===== config.mk =====
export PLATFORM = sky130hd
export DESIGN_NAME = dmac_channel
export DESIGN_NICKNAME = d
export VERILOG_FILES = /design/src/rtl/dmac_pkg.sv /design/src/rtl/dmac_fifo.sv /design/src/rtl/dmac_burst_seq.sv /design/src/rtl/dmac_down_cnt.sv /design/src/rtl/dmac_channel.sv
export SDC_FILE = /design/constraint.sdc
export NUM_CORES = 1
export LEC_CHECK = 0
export ABC_CLOCK_PERIOD_IN_PS = 7200
export CORE_ASPECT_RATIO = 1.75
export CORE_MARGIN = 2
export CORE_UTILIZATION = 30
export CTS_CLUSTER_DIAMETER = 80
export DETAILED_ROUTE_END_ITERATION = 12
export GPL_TIMING_DRIVEN = 0
export HOLD_SLACK_MARGIN = 0.08
export PLACE_DENSITY = 0.56
export SETUP_SLACK_MARGIN = 0.05
export SYNTH_ARGS = -nofsm -noshare
export SYNTH_HDL_FRONTEND = slang
export SYNTH_HIERARCHICAL = 1
export SYNTH_SLANG_ARGS = --single-unit

===== constraint.sdc =====
create_clock -name clk -period 7.2 [get_ports clk]
set_clock_uncertainty 0.1 [all_clocks]
set_input_delay 1.44 -clock clk [delete_from_list [all_inputs] [get_ports clk]]
set_output_delay 1.44 -clock clk [all_outputs]
set_load 0.02 [all_outputs]

===== src/rtl/dmac_pkg.sv =====
`timescale 1ns/1ps
package dmac_pkg;
   localparam int REG_W   = 32;
   localparam int CODE_W  = 3;
   localparam int LEN_W   = 9;
   localparam int SIZE_W  = 12;

   // control register layout
   localparam int SIZE_LSB = 0;
   localparam int SRC_LSB  = 12;
   localparam int DST_LSB  = 15;

   // config register layout
   localparam int EN_BIT   = 0;
   localparam int FLOW_BIT = 1;
   localparam int ACT_BIT  = 17;
   localparam int HALT_BIT = 18;

   // code 0 -> 1 word, code k>0 -> 2^(k+1) words
   function automatic logic [LEN_W-1:0] burst_items(input logic [CODE_W-1:0] code);
      if (code == '0) return LEN_W'(1);
      return LEN_W'(4) << (code - CODE_W'(1));
   endfunction

   // smaller of a burst length and a wider limit
   function automatic logic [LEN_W-1:0] clip_len(input logic [LEN_W-1:0] len,
                                                 input logic [SIZE_W-1:0] lim);
      if (SIZE_W'(len) > lim) return LEN_W'(lim);
      return len;
   endfunction
endpackage


===== src/rtl/dmac_fifo.sv =====
`timescale 1ns/1ps
module dmac_fifo #(
   parameter int DATA_W = 32,
   parameter int DEPTH  = 4,
   localparam int AW    = $clog2(DEPTH),
   localparam int CW    = $clog2(DEPTH + 1)
) (
   input  logic              clk,
   input  logic              rst_n,
   input  logic              flush,
   input  logic              push,
   input  logic [DATA_W-1:0] din,
   input  logic              pop,
   output logic [DATA_W-1:0] dout,
   output logic [CW-1:0]     count
);
   logic [DATA_W-1:0] slot [DEPTH];
   logic [AW-1:0]     wptr, rptr;

   always_ff @(posedge clk or negedge rst_n) begin
      if (!rst_n) begin
         wptr  <= '0;
         rptr  <= '0;
         count <= '0;
      end else if (flush) begin
         wptr  <= '0;
         rptr  <= '0;
         count <= '0;
      end else begin
         if (push) wptr <= wptr + AW'(1);
         if (pop)  rptr <= rptr + AW'(1);
         count <= count + CW'(push) - CW'(pop);
      end
   end

   always_ff @(posedge clk) begin
      if (push && !flush) slot[wptr] <= din;
   end

   assign dout = slot[rptr];
endmodule


===== src/rtl/dmac_burst_seq.sv =====
`timescale 1ns/1ps
module dmac_burst_seq #(
   parameter int LEN_W = 9
) (
   input  logic             clk,
   input  logic             rst_n,
   input  logic             kill,
   input  logic             start,
   input  logic [LEN_W-1:0] len,
   output logic             ack,
   output logic             move
);
   logic [LEN_W-1:0] left;

   always_ff @(posedge clk or negedge rst_n) begin
      if (!rst_n) begin
         left <= '0;
         ack  <= 1'b0;
      end else if (kill) begin
         left <= '0;
         ack  <= 1'b0;
      end else begin
         ack <= start;
         if (start)              left <= len;
         else if (left != '0)    left <= left - LEN_W'(1);
      end
   end

   assign move = (left != '0);
endmodule


===== src/rtl/dmac_down_cnt.sv =====
`timescale 1ns/1ps
module dmac_down_cnt #(
   parameter int W = 12
) (
   input  logic         clk,
   input  logic         rst_n,
   input  logic         load,
   input  logic [W-1:0] load_val,
   input  logic         dec,
   output logic [W-1:0] value
);
   always_ff @(posedge clk or negedge rst_n) begin
      if (!rst_n)                     value <= '0;
      else if (load)                  value <= load_val;
      else if (dec && value != '0)    value <= value - W'(1);
   end
endmodule


===== src/rtl/dmac_channel.sv =====
`timescale 1ns/1ps
module dmac_channel
   import dmac_pkg::*;
#(
   parameter int DATA_W = 32,
   parameter int DEPTH  = 4
) (
   input  logic              clk,
   input  logic              rst_n,
   input  logic              reg_wr,
   input  logic              reg_sel,
   input  logic [REG_W-1:0]  reg_wdata,
   output logic [REG_W-1:0]  reg_rdata,
   input  logic              src_breq,
   output logic              src_ack,
   output logic              src_take,
   input  logic [DATA_W-1:0] src_data,
   input  logic              dst_breq,
   output logic              dst_ack,
   output logic              dst_give,
   output logic [DATA_W-1:0] dst_data,
   output logic              chan_active,
   output logic              tc
);
   localparam int CNT_W = $clog2(DEPTH + 1);

   if (DEPTH < 2 || DEPTH > 256 || (DEPTH & (DEPTH - 1)) != 0) begin : g_bad_depth
      $error("dmac_channel: DEPTH must be a power of two from 2 to 256");
   end
   if (DATA_W < 1) begin : g_bad_width
      $error("dmac_channel: DATA_W must be positive");
   end

   logic              en_q, flow_q, halt_q;
   logic [CODE_W-1:0] src_code, dst_code;
   logic [SIZE_W-1:0] rem_val, budget;
   logic [CNT_W-1:0]  fifo_count, fifo_free;
   logic              ctl_wr, cfg_wr, en_next, flush, tc_fire;
   logic [LEN_W-1:0]  s_len, d_len, d_len_flow;
   logic              src_start, dst_start;

   assign ctl_wr = reg_wr && !reg_sel;
   assign cfg_wr = reg_wr &&  reg_sel;

   // register state
   always_ff @(posedge clk or negedge rst_n) begin
      if (!rst_n) begin
         en_q     <= 1'b0;
         flow_q   <= 1'b0;
         halt_q   <= 1'b0;
         src_code <= '0;
         dst_code <= '0;
         tc       <= 1'b0;
      end else begin
         en_q <= en_next;
         tc   <= tc_fire;
         if (cfg_wr) begin
            flow_q <= reg_wdata[FLOW_BIT];
            halt_q <= reg_wdata[HALT_BIT];
         end
         if (ctl_wr) begin
            src_code <= reg_wdata[SRC_LSB +: CODE_W];
            dst_code <= reg_wdata[DST_LSB +: CODE_W];
         end
      end
   end

   assign tc_fire = en_q && flow_q && dst_give && (rem_val == SIZE_W'(1)) && !ctl_wr;

   always_comb begin
      en_next = en_q;
      if (cfg_wr)       en_next = reg_wdata[EN_BIT];
      else if (tc_fire) en_next = 1'b0;
   end

   assign flush = en_q && !en_next;

   // counters: destination remaining (readable) and source budget
   dmac_down_cnt #(.W(SIZE_W)) u_rem (
      .clk      (clk),
      .rst_n    (rst_n),
      .load     (ctl_wr),
      .load_val (reg_wdata[SIZE_LSB +: SIZE_W]),
      .dec      (flow_q && dst_give),
      .value    (rem_val)
   );

   dmac_down_cnt #(.W(SIZE_W)) u_budget (
      .clk      (clk),
      .rst_n    (rst_n),
      .load     (ctl_wr),
      .load_val (reg_wdata[SIZE_LSB +: SIZE_W]),
      .dec      (flow_q && src_take),
      .value    (budget)
   );

   // burst length selection
   assign fifo_free  = CNT_W'(DEPTH) - fifo_count;
   assign s_len      = flow_q ? clip_len(burst_items(src_code), budget)
                              : burst_items(src_code);
   assign d_len_flow = flow_q ? clip_len(burst_items(dst_code), rem_val)
                              : burst_items(dst_code);
   assign d_len      = halt_q ? clip_len(d_len_flow, SIZE_W'(fifo_count)) : d_len_flow;

   assign src_start = en_q && !halt_q && src_breq && !src_take
                   && (s_len != '0) && (LEN_W'(fifo_free) >= s_len);
   assign dst_start = en_q && dst_breq && !dst_give
                   && (d_len != '0) && (LEN_W'(fifo_count) >= d_len);

   dmac_burst_seq #(.LEN_W(LEN_W)) u_src_seq (
      .clk   (clk),
      .rst_n (rst_n),
      .kill  (flush),
      .start (src_start),
      .len   (s_len),
      .ack   (src_ack),
      .move  (src_take)
   );

   dmac_burst_seq #(.LEN_W(LEN_W)) u_dst_seq (
      .clk   (clk),
      .rst_n (rst_n),
      .kill  (flush),
      .start (dst_start),
      .len   (d_len),
      .ack   (dst_ack),
      .move  (dst_give)
   );

   dmac_fifo #(.DATA_W(DATA_W), .DEPTH(DEPTH)) u_fifo (
      .clk   (clk),
      .rst_n (rst_n),
      .flush (flush),
      .push  (src_take),
      .din   (src_data),
      .pop   (dst_give),
      .dout  (dst_data),
      .count (fifo_count)
   );

   assign chan_active = (fifo_count != '0);

   // register readback, unused bits zero
   always_comb begin
      reg_rdata = '0;
      if (!reg_sel) begin
         reg_rdata[SIZE_LSB +: SIZE_W] = rem_val;
         reg_rdata[SRC_LSB  +: CODE_W] = src_code;
         reg_rdata[DST_LSB  +: CODE_W] = dst_code;
      end else begin
         reg_rdata[EN_BIT]   = en_q;
         reg_rdata[FLOW_BIT] = flow_q;
         reg_rdata[ACT_BIT]  = chan_active;
         reg_rdata[HALT_BIT] = halt_q;
      end
   end
endmodule


== Word-level counts from Yosys, hierarchy flattened ==
Memory sizes are Yosys's and may differ from the RTL's.
Index checks and enable logic that the tools add are counted.

* Reduce and logical (&&, ||, !) cells: 43
* $add $sub $neg: 11
* Eq/ne operators: 1
* $lt $le $gt $ge: 5
* Shift-type cells: 2
* Muxes and demuxes: 43

{| class="wikitable"
|+ Operators with widths
! operator !! count
|-
| two-way mux 9 bit || 19
|-
| two-way mux 12 bit || 4
|-
| nonzero test 9 bit || 4
|-
| > comparator 9 x 12 -> 1 bit || 2
|-
| nonzero test 12 bit || 2
|-
| subtractor 12 x 1 -> 12 bit (second input constant) || 2
|-
| logical AND 1 bit || 21
|-
| greater-or-equal comparator 3 x 9 -> 1 bit || 2
|-
| << shifter 3 x 3 -> 9 bit (first input constant) || 2
|-
| subtractor 9 x 1 -> 9 bit (second input constant) || 2
|-
| two-way mux 15 bit || 1
|-
| two-way mux 1 bit || 13
|-
| equality test 12 x 1 -> 1 bit (second input constant) || 1
|-
| two-way mux 2 bit || 5
|-
| > comparator 9 x 3 -> 1 bit || 1
|-
| nonzero test 3 bit || 3
|-
| nonzero test 2 bit || 4
|-
| logical NOT 1 bit || 7
|-
| logical NOT 3 bit || 2
|-
| subtractor 3 x 1 -> 3 bit (second input constant) || 2
|-
| adder 2 x 1 -> 2 bit (second input constant) || 2
|-
| adder 3 x 1 -> 3 bit || 1
|-
| two-way mux 3 bit || 1
|-
| subtractor 3 x 1 -> 3 bit || 1
|-
| subtractor 3 bit (first input constant) || 1
|}

* Bits of input ports: 70
* Word-level logic and storage cells: 121
* Bits in writable memories: 128
* Output and inout bits: 70
* Memories: 1
* Flip-flop bits (word level): 61

{| class="wikitable"
|+ Memory list
! name !! depth !! bits a word !! rd ports !! clocked after memory_dff !! write ports !! line !! RTL
|-
| u_fifo.slot || 4 || 32 || 1 || 0 || 1 || dmac_fifo.sv:17 || <nowiki>logic [DATA_W-1:0] slot [DEPTH];</nowiki>
|}

== Depth between registers and ports, before layout ==
* Word-level depth: 16
* Gate-level depth with buffers: 28
* Gate-level depth less buffers: 25

== Cells and area by module ==
The synthesis kept the hierarchy.

{| class="wikitable"
|+ By module, submodules not included
! module !! area each (µm²) !! times used !! cells an instance !! sequential area each (µm²)
|-
| dmac_fifo || 5092.4 || 1 || 205 || 4018.9
|-
| dmac_channel || 1881.8 || 1 || 247 || 250.2
|-
| dmac_down_cnt || 790.8 || 2 || 90 || 300.3
|-
| dmac_burst_seq || 613.1 || 2 || 63 || 250.2
|}

== Least setup slack after synthesis ==
Ideal clock, no wire load.

* Path kind: flip-flop to flip-flop
* Start point: reg dst_code[2]
* End point: reg u_dst_seq.left[0]
* Path buffers: 3
* Period minus slack after synthesis: 4893 ps
* Library setup time: 126 ps
* Stages on the path, launching flop included: 27
* Data arrival time: 4667 ps
* Path slack: 2307 ps
* Data required time: 6974 ps
* Cells stage by stage: dfrtp_1 > clkbuf_1 > nor3b_1 > ha_1 > a211oi_2 > o21ai_1 > o221ai_4 > mux2i_1 > ha_1 > inv_1 > a21o_1 > a21oi_1 > a31oi_1 > o21a_1 > buf_6 > mux2i_1 > ha_1 > nand2b_1 > a21o_1 > a21oi_1 > nor4b_1 > o21a_1 > o2111a_1 > buf_2 > inv_1 > nor2_1 > a221o_1

* Word-level cells in the longest chain between the ends: 16
* Elaborated cells on any way between the ends: 20
* Those cells by class: add/sub (1); order compare (3); shift (1); mux (10); reduce/logical (5)

{| class="wikitable"
|+ Ends and longest elaborated chain
! item !! line !! RTL
|-
| start: declaration || dmac_channel.sv:35 || <nowiki>logic [CODE_W-1:0] src_code, dst_code;</nowiki>
|-
| start signal: assignment || dmac_channel.sv:63 || <nowiki>dst_code <= reg_wdata[DST_LSB +: CODE_W];</nowiki>
|-
| subtractor 3 x 1 -> 3 bit or logical NOT 3 bit (tied branches) || dmac_pkg.sv:22, dmac_pkg.sv:21 ||
|-
| << shifter 3 x 3 -> 9 bit or two-way mux 1 bit (tied branches) || dmac_pkg.sv:22, dmac_pkg.sv:21 ||
|-
| two-way mux 9 bit * || dmac_pkg.sv:22 || <nowiki>return LEN_W'(4) << (code - CODE_W'(1));</nowiki>
|-
| > comparator 9 x 12 -> 1 bit || dmac_pkg.sv:28 || <nowiki>if (SIZE_W'(len) > lim) return LEN_W'(lim);</nowiki>
|-
| two-way mux 1 bit || dmac_pkg.sv:28 ||
|-
| two-way mux 9 bit || dmac_pkg.sv:29 || <nowiki>return len;</nowiki>
|-
| two-way mux 9 bit * || dmac_channel.sv:101 || <nowiki>assign d_len_flow = flow_q ? clip_len(burst_items(dst_code), rem_val)</nowiki>
|-
| > comparator 9 x 3 -> 1 bit || dmac_pkg.sv:28 ||
|-
| two-way mux 1 bit || dmac_pkg.sv:28 ||
|-
| two-way mux 9 bit || dmac_pkg.sv:29 ||
|-
| two-way mux 9 bit * || dmac_channel.sv:103 || <nowiki>assign d_len = halt_q ? clip_len(d_len_flow, SIZE_W'(fifo_count)) : d_len_flow;</nowiki>
|-
| via d_len[0] || dmac_channel.sv:39 || <nowiki>logic [LEN_W-1:0] s_len, d_len, d_len_flow;</nowiki>
|-
| branches (longest 2 deep; another with greater-or-equal comparator 3 x 9 -> 1 bit) || - ||
|-
| logical AND 1 bit * || dmac_channel.sv:108 || <nowiki>&& (d_len != '0) && (LEN_W'(fifo_count) >= d_len);</nowiki>
|-
| via dst_start || dmac_channel.sv:40 || <nowiki>logic src_start, dst_start;</nowiki>
|-
| two-way mux 9 bit || dmac_burst_seq.sv:24 || <nowiki>if (start) left <= len;</nowiki>
|-
| two-way mux 9 bit || dmac_burst_seq.sv:19 || <nowiki>end else if (kill) begin</nowiki>
|-
| end signal: assignment || dmac_burst_seq.sv:24 ||
|-
| end signal: assignment || dmac_burst_seq.sv:25 || <nowiki>else if (left != '0) left <= left - LEN_W'(1);</nowiki>
|-
| end: declaration || dmac_burst_seq.sv:13 || <nowiki>logic [LEN_W-1:0] left;</nowiki>
|}

Mark *: on every way through the listed nets, which the timed path passes.
A chain may end at the register's enable or synchronous reset.

== Final worst setup path ==
* Start point: reg dst_code[2]
* End point: reg u_dst_seq.left[7]

Same word-level chain as after synthesis.

==> flow_results.org <==
** Outcome
- Result of the run :: complete, no violations

** STA
- RSZ-0062 raised after global routing :: false
- Period utilisation layout :: 0.827
- Pins over their slew limit :: 0
- The worst path in the final design needs a cycle of 5.96 ns, including I/O delays and setup.
- Tightest Pin Transition :: about 0.93 ns
- Hold slack final :: between 0.4 and 0.5 ns
- Final TNS setup :: 0 ns
- Final setup violation count :: 0
- Static timing analysis puts the maximum clock frequency at roughly 170 MHz.
- Headroom to the max-slew limit came out at 0.379.
- Final Hold Fails :: 0

** Routing
- DR WL met2 :: 13.7 mm
- Average detailed-routed wire length per instance :: 18.4 um
- In the routed design, unresolved DRC markers number 0.
- Sum of met3 wire segment lengths after detailed routing :: 858 um
- Number of nets with antenna violations after detailed routing :: 0
- Wires add up to ~24 mm.
- Routed length on met1 :: about 9 mm
- Vias after detailed routing :: ~6,600
- Uppermost layer routed :: met4
- Using the TritonRoute via totals, the vias-per-cell ratio works out to between 5 and 6.
- Count of TritonRoute iterations in the first routing pass :: 4
- First DRT Iteration DRCs :: a little over 300

** Synth
- Flip-flop and latch count after synthesis :: around 190
- By instance count, the leading cell after synthesis is edfxtp_1.
- Of the post-synthesis cell area, the dominant cell type holds 0.393.
- By area the synthesized netlist is led by edfxtp_1 (39%), dfrtp_1 (16%), mux4_2 (6.2%).
- Yosys mapped a number of flops with a built-in enable equal to 128.
- Count of yosys warnings during synthesis :: 6
- Synthesized area per cell :: ~13 sq um
- The most used flip-flop cell after synthesis is edfxtp_1.
- Summed over all instances, the cell type with the most area after synthesis is edfxtp_1.
- The synthesized netlist occupies a cell area of 0.00978 sq mm.
- Top post-synthesis cells by count :: edfxtp_1 (128), nor2_1 (72), dfrtp_1 (61), inv_1 (52), ha_1 (40)
- Asr flop ratio synth :: 0.323
- Syn Inst Count :: 758
- For this run, the register share of the synthesized area comes to 0.549.
- Number of different library cells in the post-synthesis netlist :: between 70 and 80

** Job
- Max-cap violations in this run came to 0.

** Floorplan
- Die height :: 243 um
- Core Region :: ~0.032 sq mm
- The die covers 0.0341 sq mm.
- Ports placed on the boundary :: 140
- Overall die width :: between 100 and 150 um
- The floorplan has a little under 90 rows.
- Starting utilization of the core area :: 0.304

** Clocking
- After clock tree synthesis, the setup repair step added 0 buffers.
- Clock tree from TritonCTS :: built
- Root buffer cell :: clkbuf_16
- The number of gates resized after CTS was 0.
- Post-CTS clock slew at the launch and capture registers of the worst setup and hold paths :: about 0.090 ns
- Source-to-sink clock delay at the later pin of the worst-skew pair :: approximately 0.47 ns
- No sink is reached through more buffers than the 2 on the longest clock path.
- Depth of the CTS H-tree :: 4
- Clock buffers created by TritonCTS :: 17
- Hold buffers post-CTS :: 0
- Clock Sink Count :: ~190

** Worst setup path
- STA classifies the critical path startpoint as a register.
- The largest individual stage delay along the critical path comes from the cell clkbuf_1.
- Data required time at the worst endpoint :: around 7.5 ns
- At the worst endpoint, the arrival time is around 6.3 ns.
- The most numerous cell type found on the critical path is ha_1.
- Category of the worst setup path capture point :: register
- Of all nets on the critical path, the largest fanout is 10.
- Longest individual stage delay on the worst path :: 0.40 ns
- Critical path start-end classification :: reg -> reg

** Power and ir drop
- Static Leak :: 4.67 nW
- Share of power burned in the clock network :: 0.202
- The share of total power dissipated in combinational logic is 0.433.
- P per Cell Area :: between 300 and 400 mW/mm^2
- Overall power after layout :: roughly 0.0048 W
- Cell internal power was estimated by the tool at 0.00299 W.
- Summed over all nets, the switching power comes to between 0.0015 and 0.002 W.
- Of the total power, the share spent switching nets is 0.378.
- Of the total power, registers draw 0.365.
- Largest vdd supply drop :: around 230 uV

** Cells and area
- Final non-filler cell area :: around 0.012 sq mm
- The sequential cells in the finished layout cover a total of ~0.0054 sq mm.
- The number of antenna diodes in the final layout is 0.
- Final cell count without fillers :: approximately 1,300
- Summing all multi-input logic gate instances after layout gives 0.00397 sq mm.
- Final layout net count :: between 1,000 and 1,500
- Share of post-route cells with drive strength above 1 :: 0.138
- Area added between synthesis and finish :: 24.5%
- Counting the fill cells in the layout gives 3,130.

** Global routing
- First-pass GRT wire length :: around 39 mm
- The number of antenna violations at the first check in global routing is 0.
- Vias in the first global route :: roughly 7,200
- Largest net degree at the start of global routing :: 59
- Gr ovfl total :: 0
- For this run, the total global-route usage over all layers was measured as 0.147.

** Placement
- Final weighted congestion of routability-driven global placement :: roughly 0.85
- Area after DPL :: about 0.012 sq mm
- Summed over all nets, the half-perimeter wirelength after detailed placement is 17.8 mm.
- Buffers on Ports :: ~110
- The number of placed instances, taps included, is approximately 1,300.

** Hold path
- The min-delay analysis places its worst path in the category reg -> reg.
[placed cells by master, fill, tap and decap left out, types with 12 or more instances in the layout]
master	count
clkbuf_1	15
buf_4	14
dfrtp_1	61
ha_1	40
nand4_1	12
o21ai_0	13
mux2i_1	16
edfxtp_1	128
clkbuf_16	17
mux4_2	27
inv_1	52
nor3_1	16
nor2_1	72
conb_1	13
nor2b_1	19
a21oi_1	36
nand2_1	37
clkdlybuf4s50_1	112
[through the flow]
step	setup WS, ns	utilization
after global placement	1.34	0.356
after CTS	1.18	0.378
final	1.24	0.378
after detailed placement	1.24	0.359
after floorplan	2.31	-
after global routing	0.860	0.378
[critical path, delay by kind of cell (launching register included)]
family                   cells  cell delay, ns
flip-flops                   1            0.33
adder cells (fa/ha/maj)      3            0.81
multiplexers                 2            0.49
buffers and inverters        5            0.98
AO/OA/AOI/OAI               12            2.03
AND/OR/NAND/NOR              4            1.12
[power by group through the flow]
stage	sequential, W	combinational [W]	clock (W)
6_report	0.00175	0.00208	0.000972
5_1_grt	0.00180	0.00228	0.00104
4_1_cts	0.00176	0.00212	0.00101
3_5_place_dp	0.00178	0.00211	0
3_3_place_gp	0.00178	0.00204	0
2_1_floorplan	0.00171	0.00137	0
[kinds of logic (layout without fill, tap and decap cells)]
group	after synthesis	in the layout	synth area share
AO/OA/AOI/OAI	117	117	0.0861
XOR/XNOR	5	5	0.00588
adder cells (fa/ha/maj)	41	41	0.0532
buffers and inverters	98	247	0.0503
flip-flops	189	189	0.549
multiplexers	64	64	0.111
other	1	13	0.000383
AND/OR/NAND/NOR	243	243	0.144
[state kept, by name (all words and copies together), names as in the netlist, 3 cells and up]
register        flops
u_budget/value     12
u_fifo/count        3
u_fifo/slot       128
src_code            3
u_rem/value        12
u_dst_seq/left      9
u_src_seq/left      9
dst_code            3
[cell type report]
cell class              count  area share
flip-flops and latches    189       0.441
multi-input cells         483       0.326
repair buffers            117       0.102
well taps                 400      0.0411
clock buffers              17      0.0349
plain buffers              42      0.0231
inverters                  56      0.0173
clock inverters            15      0.0153
[routing by layer]
layer  global-route usage  vias to the layer above
li1                     -                     3138
met1                0.147                     3298
met2                0.294                      151
met3               0.0266                       36
met4               0.0594                        0
met5                    0                        -
[worst paths after layout]
check                                         from                             to  slack, ns  cells after the start
max                        dst_code[2]$_DFFE_PN0P_  u_dst_seq/left[7]$_DFFE_PN0P_       1.24                     26
min                        src_code[2]$_DFFE_PN0P_        src_code[2]$_DFFE_PN0P_       0.48                      1
max reg2reg                dst_code[2]$_DFFE_PN0P_  u_dst_seq/left[7]$_DFFE_PN0P_       1.24                     26
min reg2reg                src_code[2]$_DFFE_PN0P_        src_code[2]$_DFFE_PN0P_       0.48                      1
max in group asynchronous                    rst_n  u_src_seq/left[3]$_DFFE_PN0P_       5.81                      2
min in group asynchronous                    rst_n  u_src_seq/left[6]$_DFFE_PN0P_       0.68                      1
Note: power is estimated with default switching activity, not from simulation.
